## src/rtl/synth_i2c_pkg.sv

```systemverilog
`timescale 1ns/1ps
package synth_i2c_pkg;
  typedef enum logic [2:0] {
    ST_IDLE, ST_ADDR, ST_ADDR_ACK, ST_WR, ST_WR_ACK, ST_RD, ST_RD_ACK
  } bus_state_e;

  typedef enum logic [1:0] {PT_FIRST, PT_DIV_LO, PT_PORT} pair_ptr_e;

  localparam logic [4:0] DEV_ADDR_HI = 5'b11000;
endpackage

```

## src/rtl/synth_i2c_cond.sv

```systemverilog
`timescale 1ns/1ps
module synth_i2c_cond #(
  parameter int unsigned SYNC_STAGES = 2
) (
  input  logic clk_i,
  input  logic rst_ni,
  input  logic scl_i,
  input  logic sda_i,
  output logic scl_rise_o,
  output logic scl_fall_o,
  output logic start_o,
  output logic stop_o,
  output logic sda_o
);
  logic [SYNC_STAGES-1:0] scl_sync, sda_sync;
  logic scl_d, sda_d, scl_s;

  for (genvar g = 0; g < SYNC_STAGES; g++) begin : g_sync
    always_ff @(posedge clk_i or negedge rst_ni) begin
      if (!rst_ni) begin
        scl_sync[g] <= 1'b1;
        sda_sync[g] <= 1'b1;
      end else begin
        scl_sync[g] <= (g == 0) ? scl_i : scl_sync[(g == 0) ? 0 : g-1];
        sda_sync[g] <= (g == 0) ? sda_i : sda_sync[(g == 0) ? 0 : g-1];
      end
    end
  end

  assign scl_s = scl_sync[SYNC_STAGES-1];
  assign sda_o = sda_sync[SYNC_STAGES-1];

  always_ff @(posedge clk_i or negedge rst_ni) begin
    if (!rst_ni) begin
      scl_d <= 1'b1;
      sda_d <= 1'b1;
    end else begin
      scl_d <= scl_s;
      sda_d <= sda_o;
    end
  end

  assign scl_rise_o = scl_s & ~scl_d;
  assign scl_fall_o = ~scl_s & scl_d;
  // data edges with clock held high mark bus conditions
  assign start_o    = scl_s & scl_d & sda_d & ~sda_o;
  assign stop_o     = scl_s & scl_d & ~sda_d & sda_o;
endmodule

```

## src/rtl/synth_i2c_bit_fsm.sv

```systemverilog
`timescale 1ns/1ps
module synth_i2c_bit_fsm
  import synth_i2c_pkg::*;
(
  input  logic       clk_i,
  input  logic       rst_ni,
  input  logic       scl_rise_i,
  input  logic       scl_fall_i,
  input  logic       start_i,
  input  logic       stop_i,
  input  logic       sda_i,
  input  logic [1:0] addr_sel_i,
  input  logic [7:0] status_i,
  output logic       sda_oe_o,
  output logic       byte_stb_o,
  output logic [7:0] byte_o,
  output logic       rd_end_o
);
  bus_state_e state_q;
  logic [3:0] cnt_q;
  logic [7:0] sh_q, tx_q;
  logic       rw_q, rd_sess_q;

  assign byte_o = sh_q;

  always_ff @(posedge clk_i or negedge rst_ni) begin
    if (!rst_ni) begin
      state_q    <= ST_IDLE;
      cnt_q      <= '0;
      sh_q       <= '0;
      tx_q       <= '0;
      rw_q       <= 1'b0;
      rd_sess_q  <= 1'b0;
      sda_oe_o   <= 1'b0;
      byte_stb_o <= 1'b0;
      rd_end_o   <= 1'b0;
    end else begin
      byte_stb_o <= 1'b0;
      rd_end_o   <= 1'b0;
      if (start_i) begin
        state_q   <= ST_ADDR;
        cnt_q     <= '0;
        sda_oe_o  <= 1'b0;
        rd_sess_q <= 1'b0;
      end else if (stop_i) begin
        state_q   <= ST_IDLE;
        sda_oe_o  <= 1'b0;
        rd_end_o  <= rd_sess_q;
        rd_sess_q <= 1'b0;
      end else begin
        unique case (state_q)
          ST_ADDR, ST_WR: begin
            if (scl_rise_i) begin
              sh_q  <= {sh_q[6:0], sda_i};
              cnt_q <= cnt_q + 4'd1;
            end else if (scl_fall_i && cnt_q == 4'd8) begin
              cnt_q <= '0;
              if (state_q == ST_WR) begin
                byte_stb_o <= 1'b1;
                sda_oe_o   <= 1'b1;
                state_q    <= ST_WR_ACK;
              end else if (sh_q[7:3] == DEV_ADDR_HI && sh_q[2:1] == addr_sel_i) begin
                sda_oe_o  <= 1'b1;
                rw_q      <= sh_q[0];
                rd_sess_q <= sh_q[0];
                state_q   <= ST_ADDR_ACK;
              end else begin
                state_q <= ST_IDLE;
              end
            end
          end
          ST_ADDR_ACK: if (scl_fall_i) begin
            if (rw_q) begin
              tx_q     <= status_i;
              sda_oe_o <= ~status_i[7];
              state_q  <= ST_RD;
            end else begin
              sda_oe_o <= 1'b0;
              state_q  <= ST_WR;
            end
          end
          ST_WR_ACK: if (scl_fall_i) begin
            sda_oe_o <= 1'b0;
            state_q  <= ST_WR;
          end
          ST_RD: begin
            if (scl_rise_i) cnt_q <= cnt_q + 4'd1;
            else if (scl_fall_i) begin
              if (cnt_q == 4'd8) begin
                cnt_q    <= '0;
                sda_oe_o <= 1'b0;
                state_q  <= ST_RD_ACK;
              end else begin
                sda_oe_o <= ~tx_q[3'd7 - cnt_q[2:0]];
              end
            end
          end
          ST_RD_ACK: begin
            if (scl_rise_i && sda_i) begin
              // master declined: behave as a stop
              state_q   <= ST_IDLE;
              rd_end_o  <= 1'b1;
              rd_sess_q <= 1'b0;
            end else if (scl_fall_i) begin
              tx_q     <= status_i;
              sda_oe_o <= ~status_i[7];
              state_q  <= ST_RD;
            end
          end
          default: ;
        endcase
      end
    end
  end
endmodule

```

## src/rtl/synth_i2c_regs.sv

```systemverilog
`timescale 1ns/1ps
module synth_i2c_regs
  import synth_i2c_pkg::*;
#(
  parameter int unsigned DIV_W     = 15,
  parameter int unsigned ADC_CMP_N = 4,
  localparam int unsigned HI_W     = DIV_W - 8,
  localparam int unsigned CODE_W   = $clog2(ADC_CMP_N + 1)
) (
  input  logic                 clk_i,
  input  logic                 rst_ni,
  input  logic                 start_i,
  input  logic                 byte_stb_i,
  input  logic [7:0]           byte_i,
  input  logic                 rd_end_i,
  input  logic                 lock_i,
  input  logic [2:0]           port_lvl_i,
  input  logic [ADC_CMP_N-1:0] adc_cmp_i,
  output logic [DIV_W-1:0]     div_ratio_o,
  output logic [6:0]           ctrl_o,
  output logic [3:0]           port_drv_o,
  output logic [7:0]           status_o,
  output logic                 por_o
);
  pair_ptr_e        ptr_q;
  logic [HI_W-1:0]  div_hi_q;
  logic [CODE_W-1:0] code;

  always_comb begin
    code = '0;
    for (int i = 0; i < ADC_CMP_N; i++)
      if (adc_cmp_i[i]) code = CODE_W'(i + 1);
  end

  assign status_o = {por_o, lock_i, port_lvl_i, code};

  always_ff @(posedge clk_i or negedge rst_ni) begin
    if (!rst_ni) begin
      ptr_q       <= PT_FIRST;
      div_hi_q    <= '0;
      div_ratio_o <= '0;
      ctrl_o      <= '0;
      port_drv_o  <= '0;
      por_o       <= 1'b1;
    end else begin
      if (rd_end_i) por_o <= 1'b0;
      if (start_i) ptr_q <= PT_FIRST;
      else if (byte_stb_i) begin
        unique case (ptr_q)
          PT_FIRST: begin
            if (byte_i[7]) begin
              ctrl_o <= byte_i[6:0];
              ptr_q  <= PT_PORT;
            end else begin
              div_hi_q <= byte_i[HI_W-1:0];
              ptr_q    <= PT_DIV_LO;
            end
          end
          PT_DIV_LO: begin
            div_ratio_o <= {div_hi_q, byte_i};
            ptr_q       <= PT_FIRST;
          end
          PT_PORT: begin
            port_drv_o <= byte_i[7:4];
            ptr_q      <= PT_FIRST;
          end
          default: ptr_q <= PT_FIRST;
        endcase
      end
    end
  end
endmodule

```

## src/rtl/synth_i2c_ctrl.sv

```systemverilog
`timescale 1ns/1ps
module synth_i2c_ctrl #(
  parameter int unsigned SYNC_STAGES = 2,
  parameter int unsigned DIV_W       = 15,
  parameter int unsigned ADC_CMP_N   = 4
) (
  input  logic                 clk_i,
  input  logic                 rst_ni,
  input  logic                 scl_i,
  input  logic                 sda_i,
  output logic                 sda_oe_o,
  input  logic [1:0]           addr_sel_i,
  input  logic                 lock_i,
  input  logic [2:0]           port_lvl_i,
  input  logic [ADC_CMP_N-1:0] adc_cmp_i,
  output logic [DIV_W-1:0]     div_ratio_o,
  output logic [6:0]           ctrl_o,
  output logic [3:0]           port_drv_o
);
  logic scl_rise_w, scl_fall_w, start_w, stop_w, sda_w;
  logic byte_stb_w, rd_end_w, por_w;
  logic [7:0] byte_w, status_w;

  synth_i2c_cond #(.SYNC_STAGES(SYNC_STAGES)) u_cond (
    .clk_i, .rst_ni, .scl_i, .sda_i,
    .scl_rise_o(scl_rise_w), .scl_fall_o(scl_fall_w),
    .start_o(start_w), .stop_o(stop_w), .sda_o(sda_w)
  );

  synth_i2c_bit_fsm u_fsm (
    .clk_i, .rst_ni,
    .scl_rise_i(scl_rise_w), .scl_fall_i(scl_fall_w),
    .start_i(start_w), .stop_i(stop_w), .sda_i(sda_w),
    .addr_sel_i, .status_i(status_w),
    .sda_oe_o, .byte_stb_o(byte_stb_w), .byte_o(byte_w), .rd_end_o(rd_end_w)
  );

  synth_i2c_regs #(.DIV_W(DIV_W), .ADC_CMP_N(ADC_CMP_N)) u_regs (
    .clk_i, .rst_ni,
    .start_i(start_w), .byte_stb_i(byte_stb_w), .byte_i(byte_w),
    .rd_end_i(rd_end_w), .lock_i, .port_lvl_i, .adc_cmp_i,
    .div_ratio_o, .ctrl_o, .port_drv_o,
    .status_o(status_w), .por_o(por_w)
  );
endmodule

```

## config.mk

```make
export PLATFORM = sky130hd
export DESIGN_NAME = synth_i2c_ctrl
export DESIGN_NICKNAME = d
export VERILOG_FILES = /design/src/rtl/synth_i2c_pkg.sv /design/src/rtl/synth_i2c_cond.sv /design/src/rtl/synth_i2c_bit_fsm.sv /design/src/rtl/synth_i2c_regs.sv /design/src/rtl/synth_i2c_ctrl.sv
export SDC_FILE = /design/constraint.sdc
export NUM_CORES = 1
export LEC_CHECK = 0
export ABC_AREA = 0
export CELL_PAD_IN_SITES_DETAIL_PLACEMENT = 1
export CELL_PAD_IN_SITES_GLOBAL_PLACEMENT = 1
export CORE_MARGIN = 2
export CORE_UTILIZATION = 41
export CTS_CLUSTER_SIZE = 25
export DETAILED_ROUTE_END_ITERATION = 16
export DONT_BUFFER_PORTS = 1
export GPL_TIMING_DRIVEN = 0
export PLACE_DENSITY_LB_ADDON = 0.1
export SYNTH_ARGS = -nofsm -noshare
export SYNTH_HDL_FRONTEND = slang
export SYNTH_SLANG_ARGS = --single-unit
```

## constraint.sdc

```tcl
create_clock -name clk_i -period 2.1 [get_ports clk_i]
set_input_delay 0 -clock clk_i [delete_from_list [all_inputs] [get_ports clk_i]]
set_output_delay 0 -clock clk_i [all_outputs]
set_load 0.005 [all_outputs]
```

[Yosys cells after proc, flatten, opt, wreduce, memory -nomap -nowiden]
Index checks and enable logic that the tools add are counted.
Storage, ports and cells
  flip-flop bits (word level): 70
  output and inout port bits: 27
  logic and storage cells: 167
  input bits: 14
Operators by class
  mux-type cells: 71
  add/subtract/negate cells: 2
  equality and inequality tests: 33
  bitwise operators: 18
  reductions and logical operators: 21
  $lt $le $gt $ge: 1
Operators with widths (number)
  $mux W3: 16
  $mux W1: 33
  $mux W8: 4
  $ne A4 B3 Y1 const B: 8
  $mux W4: 7
  $ne A4 B4 Y1 const B: 4
  $pmux W8 S2: 1
  $pmux W3 S5: 1
  $reduce_and A7 Y1: 2
  $ne A4 B2 Y1 const B: 3
  $reduce_and A4 Y1: 3
  $not A1 Y1: 11
  $mux W2: 5
  $ne A5 B3 Y1 const B: 2
  $reduce_and A10 Y1: 1
  $eq A3 B3 Y1 const B: 3
  $reduce_and A9 Y1: 1
  $pmux W4 S2: 1
  $and A1 B1 Y1: 7
  $reduce_bool A7 Y1: 1
  $eq A3 B2 Y1 const B: 2
  $ne A2 B1 Y1 const B: 3
  $reduce_and A3 Y1: 2
  $reduce_and A6 Y1: 1
  20 further kinds: 24

[Depth between registers and ports, before layout]
  depth in word-level cells: 10
  mapped depth: 8
  depth with buffers taken out: 7

[Cells and area by module]
Synthesis repeated with hierarchy kept, for this count alone.
Second synthesis, totals
  cells, all modules: 247
  area total of the unflattened synthesis: 3248.1 um^2
By module, submodules not included
  synth_i2c_bit_fsm: area each 1580.3 um^2, instances 1, sequential area each 700.7 um^2, cells each 145
  synth_i2c_regs: area each 1477.7 um^2, instances 1, sequential area each 902.1 um^2, cells each 92
  synth_i2c_cond: area each 190.2 um^2, instances 1, sequential area each 157.7 um^2, cells each 10

[Worst setup path before layout]
OpenSTA, ideal clock, no wires.
  path type: register to register
  start point: register u_cond.scl_d
  end point: register u_regs.div_ratio_o[10]
  arrival: 1.742 ns
  cell stages (with the launch flop): 8
  path buffers: 2
  required time: 1.975 ns
  period minus slack after synthesis: 1.867 ns
  setup time: 0.125 ns
  slack: 0.233 ns
  cell sequence: dfstp_2 buf_2 nand4b_1 nand2_1 nor2_1 nand2_1 buf_2 mux2_2
Between the ends
  longest elaborated chain between the ends: 5
Ends and longest elaborated chain
  from (decl): line synth_i2c_cond.sv:16  | logic scl_d, sda_d, scl_s;
  from (signal assigned): line synth_i2c_cond.sv:38  | scl_d <= scl_s;
  $and A1 B1 Y1 (3 in series): line synth_i2c_cond.sv:46  | assign start_o = scl_s & scl_d & sda_d & ~sda_o;
  $not A1 Y1 (no line)
  $reduce_and A3 Y1 (no line)
  to (signal assigned): line synth_i2c_regs.sv:60  | div_ratio_o <= {div_hi_q, byte_i};
  to (decl): line synth_i2c_regs.sv:19  | output logic [DIV_W-1:0] div_ratio_o,
Every way passes these cells.
A chain may end at the register's enable or synchronous reset.

[Worst setup path after layout]
  start point: register u_fsm.cnt_q[0]
  end point: register u_fsm.sda_oe_o
Between the ends
  longest elaborated chain between the ends: 10
  elaborated cells on any way between the ends: 14
  classes of those cells: add/sub (1); eq/ne (2); mux (8); bitwise (1); reduce/logical (2)
Ends and longest elaborated chain
  from (decl): line synth_i2c_bit_fsm.sv:20  | logic [3:0] cnt_q;
  from (signal assigned): line synth_i2c_bit_fsm.sv:55  | cnt_q <= cnt_q + 4'd1;
  from (signal assigned): line synth_i2c_bit_fsm.sv:87  | if (scl_rise_i) cnt_q <= cnt_q + 4'd1;
  $sub A3 B3 Y3: line synth_i2c_bit_fsm.sv:94  | sda_oe_o <= ~tx_q[3'd7 - cnt_q[2:0]];
  $bmux W1 S3: line synth_i2c_bit_fsm.sv:94
  $mux W1 (implied by the code): line synth_i2c_bit_fsm.sv:94
  $not A1 Y1: line synth_i2c_bit_fsm.sv:94
  $mux W1: line synth_i2c_bit_fsm.sv:89  | if (cnt_q == 4'd8) begin
  $mux W1: line synth_i2c_bit_fsm.sv:88  | else if (scl_fall_i) begin
  $mux W1: line synth_i2c_bit_fsm.sv:87
  $pmux W1 S5: line synth_i2c_bit_fsm.sv:51  | unique case (state_q)
  $mux W1: line synth_i2c_bit_fsm.sv:45  | end else if (stop_i) begin
  $mux W1: line synth_i2c_bit_fsm.sv:40  | if (start_i) begin
  to (signal assigned): line synth_i2c_bit_fsm.sv:75  | sda_oe_o <= ~status_i[7];
  to (signal assigned): line synth_i2c_bit_fsm.sv:94
  to (signal assigned): line synth_i2c_bit_fsm.sv:106  | sda_oe_o <= ~status_i[7];
  to (decl): line synth_i2c_bit_fsm.sv:14  | output logic sda_oe_o,
Parallel ways exist; a longest one is shown, timed or not. The select of a mux whose other input is x is not followed.

==> metrics.md <==
| Metric | Value |
|---|---|
| Status | `completed` |
| Placed cell count | `340` |
| Tightest Pin Transition | `0.6254 ns` |
| Total clock sinks | `70` |
| Register area share after synthesis | `0.5699` |
| Yosys top cell area share | `0.5103` |
| I/O pin total | `41` |
| Reg area | `approximately 1800 µm²` |
| EDFF count, synth | `0` |
| Initial antenna violation count | `0` |
| CTS tree | `done` |
| Data required time of the worst path | `2.32 ns` |
| Initial Util | `0.4236` |
| Worst Skew | `0.01520 ns` |
| PortBufs | `0` |
| Setup Viol. Count Final | `0` |
| Vias in the first global route | `between 2000 and 2500` |
| Area contributors post-synth | `dfrtp_1, mux2_2, dfstp_2, nand2_1, nand3b_1` |
| Synth Instances | `approximately 240` |
| Cell area after synthesis | `3089 µm²` |
| Crit-path max FO | `7` |
| Startpoint types | `register` |
| Hold Slack | `0.1913 ns` |
| Die area | `8245 µm²` |
| First DRT Iteration DRCs | `79` |
| Half-perimeter wire length after placement | `4266 µm` |
| Largest net degree at the start of global routing | `slightly above 70` |
| First-pass GRT wire length | `10950 µm` |
| Max Root-Sink Buffers | `2` |
| Leakage | `1.700 nW` |
| Worst VDD drop | `421.6 µV` |
| Via-per-instance ratio | `5.338` |
| Worst rel slew slack | `0.5799` |
| Most common cell after layout, fill and taps aside | `dfrtp_1` |
| Synth-to-Final Area Change | `18.35%` |
| Final period util | `0.9358` |
| HP Class | `in2async` |
| CP arrival | `2.18 ns` |
| GRT Overall Usage | `0.1698` |
| H-tree depth | `3` |
| Nets@finish | `between 200 and 300` |
| Filler instances | `about 780` |
| Slew Viols, Final | `0` |
| Synth warn | `0` |
| Commonest cells after routing, fill and taps aside | `dfrtp_1, mux2_2, nand2_1` |
| Horiz. Die Dim | `90.80 µm` |
| Worst setup path class | `reg2reg` |
| Yosys top cell by area | `dfrtp_1` |
| Max-cap violation count | `0` |
| Power Density | `approximately 800 nW/µm²` |
| Non-Filler Instances | `~370` |
| Synth Flop Type | `dfrtp_1` |
| Rows | `31` |
| Netlist cell types | `45` |
| # diodes | `0` |
| ANT nets after route | `0` |
| Final min period | `1.965 ns` |
| Core area | `7292 µm²` |
| Worst-skew pair later-pin latency | `0.34 ns` |
| Worst-path clk slew | `0.08 ns` |
| Final wirelength | `6527 µm` |
| Root buffer cell | `clkbuf_8` |
| Reg2reg path depth | `8` |
| Wire length per cell | `17.50 µm` |
| Total iterations of the first detailed-routing run | `4` |
| Routability congestion estimate | `0.7983` |
| Fraction of registers with async set/reset | `1.000` |
| Num CTS Buffers | `9` |
| Share of layout cells above drive strength 1 | `0.3358` |
| Syn avg cell area | `12.82 µm²` |
| FMAX | `508.9 MHz` |
| Post-Syn Nets | `257` |
| # DRC | `0` |
| Global route overflow | `0` |
| Multi-input logic area | `1306 µm²` |
| Die H | `90.80 µm` |
| Final Hold Viols | `0` |
| Routed vias | `1991` |
| Synth Register Bits | `70` |
| Crit end category | `register` |
-- cells in the mapped netlist, drive strengths merged (3+ instances only) --
cell type,instances
a21oi,4
buf,5
dfrtp,63
dfstp,7
inv,5
mux2,50
nand2,19
nand2b,7
nand3,7
nand3b,6
nor2,10
nor2b,6
nor4,3
o21ai,8
o31ai,3
or3,4
xor2,3
-- sequential cells by signal (all words and copies together), names as in the netlist --
register / flops
u_regs.div_hi_q: 7
u_regs.div_ratio_o: 15
u_cond.scl_sync: 1
u_regs.ptr_q: 2
u_fsm.byte_stb_o: 1
u_cond.sda_d: 1
u_fsm.state_q: 3
u_fsm.rd_end_o: 1
u_fsm.rw_q: 1
u_fsm.rd_sess_q: 1
u_regs.port_drv_o: 4
u_regs.por_o: 1
u_fsm.byte_o: 8
u_cond.sda_sync: 1
u_cond.sda_o: 1
u_cond.scl_s: 1
u_fsm.tx_q: 8
u_fsm.cnt_q: 4
u_regs.ctrl_o: 7
u_cond.scl_d: 1
u_fsm.sda_oe_o: 1
-- report_power, final --
part / switching, mW / internal (mW)
Combinational: 0.0939 / 0.0822
Clock: 0.542 / 0.708
Sequential: 0.0430 / 1.39
Total: 0.679 / 2.18
-- layer usage --
layer,part of all wire,GRT usage
met3,0.056,0.05509
met1,0.44,0.2223
met4,0.0061,0.04545
met2,0.49,0.2730
met5,0,0
-- layout make-up --
class	count	area share
tap	99	0.03388
clock inverter	6	0.02533
multi-input combinational	159	0.3573
buffer	7	0.01061
timing repair buffer	17	0.04860
inverter	5	0.005133
clock buffer	10	0.03765
sequential	70	0.4815
-- what timing repair did --
| action | CTS | global route |
|---|---|---|
| gates cloned | 0 | 0 |
| hold buffers | 13 | 0 |
| gates resized for setup | 5 | 4 |
| setup endpoints to repair | 12 | 24 |
| endpoints found under the hold margin | 79 | 0 |
| buffers inserted | 0 | 4 |
| pin swaps | 0 | 1 |
-- metrics by stage --
stage	total power, mW	util	instance area [µm²]	setup TNS (ns)	setup slack (ns)
detailed placement	1.582	0.4406	3213	-1.740	-0.1788
CTS	2.890	0.4947	3607	0	0.01354
floorplan	1.545	-	3089	0	0.2332
global route	2.999	0.5014	3656	-0.001001	-0.001001
finish	2.859	0.5014	3656	0	0.1348
global placement	1.578	0.4406	3213	-1.243	-0.1275
-- final timing paths --
| check | start | slack (ns) | endpoint |
|---|---|---|---|
| setup / recovery | u_fsm.cnt_q[0]$_DFFE_PN0P_ | 0.13 | u_fsm.sda_oe_o$_DFFE_PN0P_ |
| hold / removal | rst_ni | 0.19 | u_fsm.state_q[0]$_DFFE_PN0P_ |
| setup reg to reg | u_fsm.cnt_q[0]$_DFFE_PN0P_ | 0.13 | u_fsm.sda_oe_o$_DFFE_PN0P_ |
| hold reg to reg | u_cond.scl_sync[0]$_DFF_PN1_ | 0.36 | u_cond.scl_s$_DFF_PN1_ |
| max in group asynchronous | rst_ni | 1.55 | u_regs.por_o$_DFFE_PN1P_ |
| min in group clk_i | sda_i | 0.19 | u_cond.sda_sync[0]$_DFF_PN1_ |
-- worst max-delay path, stage by stage (launching register included) --
cell and delay, ns:
dfrtp_1 0.36, buf_2 0.20, inv_1 0.06, ha_1 0.20, and3b_1 0.21, nand2_1 0.11
nor2_2 0.08, o32ai_2 0.30, mux2_4 0.32
-- cells by family (layout without fill, tap and decap cells) --
| logic type | count (synthesis) | count (layout) | share of synthesized area |
|---|---|---|---|
| flip-flops | 70 | 70 | 0.5699 |
| XOR/XNOR | 3 | 3 | 0.008507 |
| adder cells (fa/ha/maj) | 2 | 2 | 0.008099 |
| buffers and inverters | 12 | 45 | 0.01661 |
| AO/OA/AOI/OAI | 27 | 27 | 0.05792 |
| AND/OR/NAND/NOR | 74 | 74 | 0.1418 |
| multiplexers | 53 | 53 | 0.1972 |
(Power assumes the default switching activity.)
